[config.mk]
export PLATFORM = sky130hd
export DESIGN_NAME = word_splice_unit
export DESIGN_NICKNAME = d
export VERILOG_FILES = /design/src/rtl/word_splice_unit.sv
export SDC_FILE = /design/constraint.sdc
export NUM_CORES = 1
export LEC_CHECK = 0
export CAP_MARGIN = 40
export CORE_ASPECT_RATIO = 2
export CORE_MARGIN = 2
export CORE_UTILIZATION = 50
export DETAILED_ROUTE_END_ITERATION = 7
export PLACE_DENSITY = 0.87
export REMOVE_ABC_BUFFERS = 1
export SYNTH_ARGS = -nofsm -noshare
export SYNTH_HDL_FRONTEND = slang
export SYNTH_SLANG_ARGS = --single-unit
[constraint.sdc]
create_clock -name clk -period 5.1 [get_ports clk]
set_clock_uncertainty 0.15 [all_clocks]
set_input_delay 0.51 -clock clk [delete_from_list [all_inputs] [get_ports clk]]
set_output_delay 0.51 -clock clk [all_outputs]
set_load 0.05 [all_outputs]
[src/rtl/word_splice_unit.sv]
module word_splice_unit #(
  parameter int AW = 32,
  parameter int RW = 5
) (
  input  logic          clk,
  input  logic          rst,
  input  logic          in_valid,
  input  logic [1:0]    in_kind,
  input  logic [AW-1:0] in_addr,
  input  logic [RW-1:0] in_dst,
  input  logic [31:0]   in_reg,
  input  logic [31:0]   in_mem,
  output logic          out_valid,
  output logic          out_reg_we,
  output logic          out_mem_we,
  output logic [AW-1:0] out_addr,
  output logic [31:0]   out_data
);

  localparam logic [31:0] LO3 = 32'h00FF_FFFF;
  localparam logic [31:0] HI3 = 32'hFFFF_FF00;

  logic        is_load;
  logic [4:0]  sh, shc;
  logic [31:0] merged;

  assign is_load = ~in_kind[1];
  assign sh      = {in_addr[1:0], 3'b000};
  assign shc     = 5'd24 - sh;

  always_comb begin
    case (in_kind)
      2'd0:    merged = (in_mem << shc) | (in_reg & (LO3 >> sh));
      2'd1:    merged = (in_mem >> sh)  | (in_reg & (HI3 << shc));
      2'd2:    merged = (in_reg >> shc) | (in_mem & (HI3 << sh));
      default: merged = (in_reg << sh)  | (in_mem & (LO3 >> shc));
    endcase
  end

  always_ff @(posedge clk) begin
    if (rst) begin
      out_valid  <= 1'b0;
      out_reg_we <= 1'b0;
      out_mem_we <= 1'b0;
    end else begin
      out_valid  <= in_valid;
      out_reg_we <= in_valid & is_load & (|in_dst);
      out_mem_we <= in_valid & ~is_load;
    end
    if (in_valid) begin
      out_data <= merged;
      out_addr <= {in_addr[AW-1:2], 2'b00};
    end
  end


  aligned_addr_chk: assert property (@(posedge clk) disable iff (rst)
    out_valid |-> (out_addr[1:0] == 2'b00));


  load_left_full_chk: assert property (@(posedge clk) disable iff (rst)
    (in_valid && in_kind == 2'd0 && in_addr[1:0] == 2'd3) |=> (out_data == $past(in_mem)));


  load_right_full_chk: assert property (@(posedge clk) disable iff (rst)
    (in_valid && in_kind == 2'd1 && in_addr[1:0] == 2'd0) |=> (out_data == $past(in_mem)));


  store_left_full_chk: assert property (@(posedge clk) disable iff (rst)
    (in_valid && in_kind == 2'd2 && in_addr[1:0] == 2'd3) |=> (out_data == $past(in_reg)));


  store_right_full_chk: assert property (@(posedge clk) disable iff (rst)
    (in_valid && in_kind == 2'd3 && in_addr[1:0] == 2'd0) |=> (out_data == $past(in_reg)));


  zero_dest_chk: assert property (@(posedge clk) disable iff (rst)
    (in_valid && !in_kind[1] && in_dst == '0) |=> (out_valid && !out_reg_we));


  valid_follow_chk: assert property (@(posedge clk) disable iff (rst)
    !in_valid |=> !out_valid);


  strobe_gate_chk: assert property (@(posedge clk) disable iff (rst)
    (out_reg_we || out_mem_we) |-> out_valid);


  one_strobe_chk: assert property (@(posedge clk) disable iff (rst)
    $countones({out_reg_we, out_mem_we}) <= 1);

endmodule

==> impl_metrics.csv <==
group,metric,value,unit
worst_setup_path,critPathTopFamily,"buffers and inverters",
global_route,grt_pass1_wl,24900,um
logic_synthesis,synthCells,423,
logic_synthesis,synthAdderAreaFrac,0,%
timing,drv_slew,0,
logic_synthesis,synthFlopType,"edfxtp_1",
placed_design,hpwl,11200,um
clock_network,cts_hold_buf,0,
final_layout,drive_above_1_share,17.8,%
logic_synthesis,syn-cell-area,5120,um2
placed_design,place_congestion,0.913,
timing,relSlewSlack,39.3,%
logic_synthesis,yosys.area_share.xor_xnor,0,%
floorplan,core-area,10000,um2
final_layout,fill_cells,763,
logic_synthesis,synthMuxAreaShare,29.4,%
clock_network,clk_pin_slew,0.05,ns
clock_network,post_cts_resized,0,
flow_run,max_cap_violations,0,
power_and_ir_drop,leakage,2.48,nW
final_layout,area_growth,37.2,%
timing,rsz0062_at_grt,"false",
worst_setup_path,critPathBufInv,2,
placed_design,port_buffers,170,
timing,max_slew.worst_pin.slew,0.910,ns
drt,vias_per_cell,6.74,
worst_setup_path,critPathRequiredTime,5.03,ns
final_layout,antenna_cells,0,
floorplan,die-area,11100,um2
floorplan,num_io_pins,173,
floorplan,die_w,75.6,um
floorplan,row_count,52,
logic_synthesis,synth_compound_area_share,19.4,%
logic_synthesis,avgSynthCellArea,12.1,um2
worst_setup_path,critPathMaxFanout,73,
logic_synthesis,ys_async_sr_fraction,0,%
timing,fin_crit,2.84,ns
final_layout,final_cell_mix,"clkdlybuf4s50_1, edfxtp_1, mux4_2",
clock_network,cts_tree,"yes",
logic_synthesis,synth_top_family_by_area,"multiplexers",
logic_synthesis,synth_edf_count,62,
clock_network,cts_max_path_buffers,2,
timing,final.setup.tns,0,ns
logic_synthesis,synthDistinctLibCells,57,
drt,drt-pass1-iter-count,7,
global_route,first_global_vias,4717,
global_route,grt_use_total,29.8,%
run_status,status,"complete, no violations",
clock_network,cts_made_buffers,9,
floorplan,initial_core_util,51.1,%
clock_network,cts_sinks,65,
drt,drc,0,
power_and_ir_drop,ir_drop,189,uV
final_layout,final_nets,673,
final_layout,final_cell_area,7030,um2
placed_design,placed_area,6740,um2
worst_setup_path,cp_data_arrival_time,2.77,ns
global_route,gr-total-overflow,0,
final_layout,final_common_cell,"clkdlybuf4s50_1",
worst_setup_path,critPathMaxStageDelay,0.68,ns
logic_synthesis,ys_warn_count,0,
logic_synthesis,post_synth_and_or_nand_nor_area_fraction,7.55,%
timing,hold_viol,0,
worst_setup_path,slowest_stage,"buf_4",
timing,fmax,352,MHz
drt,wl,16300,um
power_and_ir_drop,p_per_area,278,nW/um2
drt,antenna_left,0,
timing,fin_crit_sh,55.7,%
floorplan,chipHeight,147,um
worst_setup_path,crit_top_cell,"buf_4",
logic_synthesis,yosysSeqAreaShare,37.5,%
clock_network,post_cts_buffers,0,
clock_network,cts_root_buffer,"clkbuf_16",
worst_hold_path,hp-class,"in2reg",
worst_setup_path,start_kind,"input port",
logic_synthesis,synth_seq_cells,65,
global_route,antenna_found_initial,0,
drt,first_iter_violations,495,
drt,vias,4768,
timing,setup_viol,0,
worst_setup_path,cp-end-kind,"register",
worst_setup_path,crit_type,"in2reg",
clock_network,cts_max_level,3,
global_route,grt_max_degree,74,
worst_setup_path,crit_path_cell_trace,"buf_4 -> buf_4 -> mux4_2 -> a22o_1 -> a221o_1",
drt,wl_per_cell,23.1,um
-- final timing paths --
| path | startpoint | to | slack, ns | cells past startpoint |
|---|---|---|---|---|
| worst min-delay path | in_addr[25] | out_addr[25] | 0.58 | 1 |
| worst max-delay path | in_addr[0] | out_data[31] | 2.26 | 5 |
-- where the power goes --
part	switching, W	total [W]	internal [W]
registers	0.0000151	0.000664	0.000649
clock network	0.000230	0.000606	0.000375
logic	0.000398	0.000685	0.000287
total	0.000643	0.00196	0.00131
-- metrics by stage --
step           hold WS (ns)  utilization (%)  std cells  worst slack [ns]  total power, W
6_report              0.579             70.1        707              2.26         0.00196
5_1_grt               0.574             70.1        707              2.12         0.00201
4_1_cts               0.574             70.1        707              2.30         0.00195
3_5_place_dp          0.918             67.2        691              1.95         0.00135
3_3_place_gp          0.917             67.1        689              1.96         0.00133
2_1_floorplan         0.451                -        379              3.12         0.00105
-- synth_stat cells (10+ instances only) --
cell type | n | area share (%)
mux2_2 | 28 | 6.2
buf_2 | 16 | 1.6
a221oi_1 | 17 | 2.9
nand2b_1 | 10 | 1.2
nand2_1 | 22 | 1.6
mux4_2 | 39 | 17
o21ai_0 | 20 | 2.0
clkbuf_1 | 11 | 0.81
edfxtp_1 | 62 | 36
a21oi_1 | 24 | 2.3
mux2i_1 | 26 | 5.1
nor2_1 | 17 | 1.2
-- per-layer routing --
metal  wire length, um  global-route usage, %  share of wire (%)
met1              5250                   32.3                 32
met2              8950                   52.2                 55
met4               868                   16.9                5.3
met3              1250                   5.08                7.6
met5                 0                      0                  0
-- cells by family after synthesis --
family / after synthesis
compound gates: 138
buf+inv: 50
flops: 65
mux: 95
other cells: 1
simple gates: 74
-- flip-flops by register name, indices dropped and copies added (netlist names) --
name and cells:
out_valid 1, out_reg_we 1, out_mem_we 1, out_data 32
out_addr 30
-- layout make-up --
| class | count | area [um2] | area share, % |
|---|---|---|---|
| tap | 135 | 169 | 2.40 |
| clock inverter | 6 | 60.1 | 0.855 |
| clock buffer | 10 | 229 | 3.26 |
| timing repair buffer | 177 | 1740 | 24.7 |
| sequential | 65 | 1920 | 27.4 |
| multi-input combinational | 309 | 2890 | 41.2 |
| inverter | 5 | 18.8 | 0.267 |
Note: power is estimated with default switching activity, not from simulation.
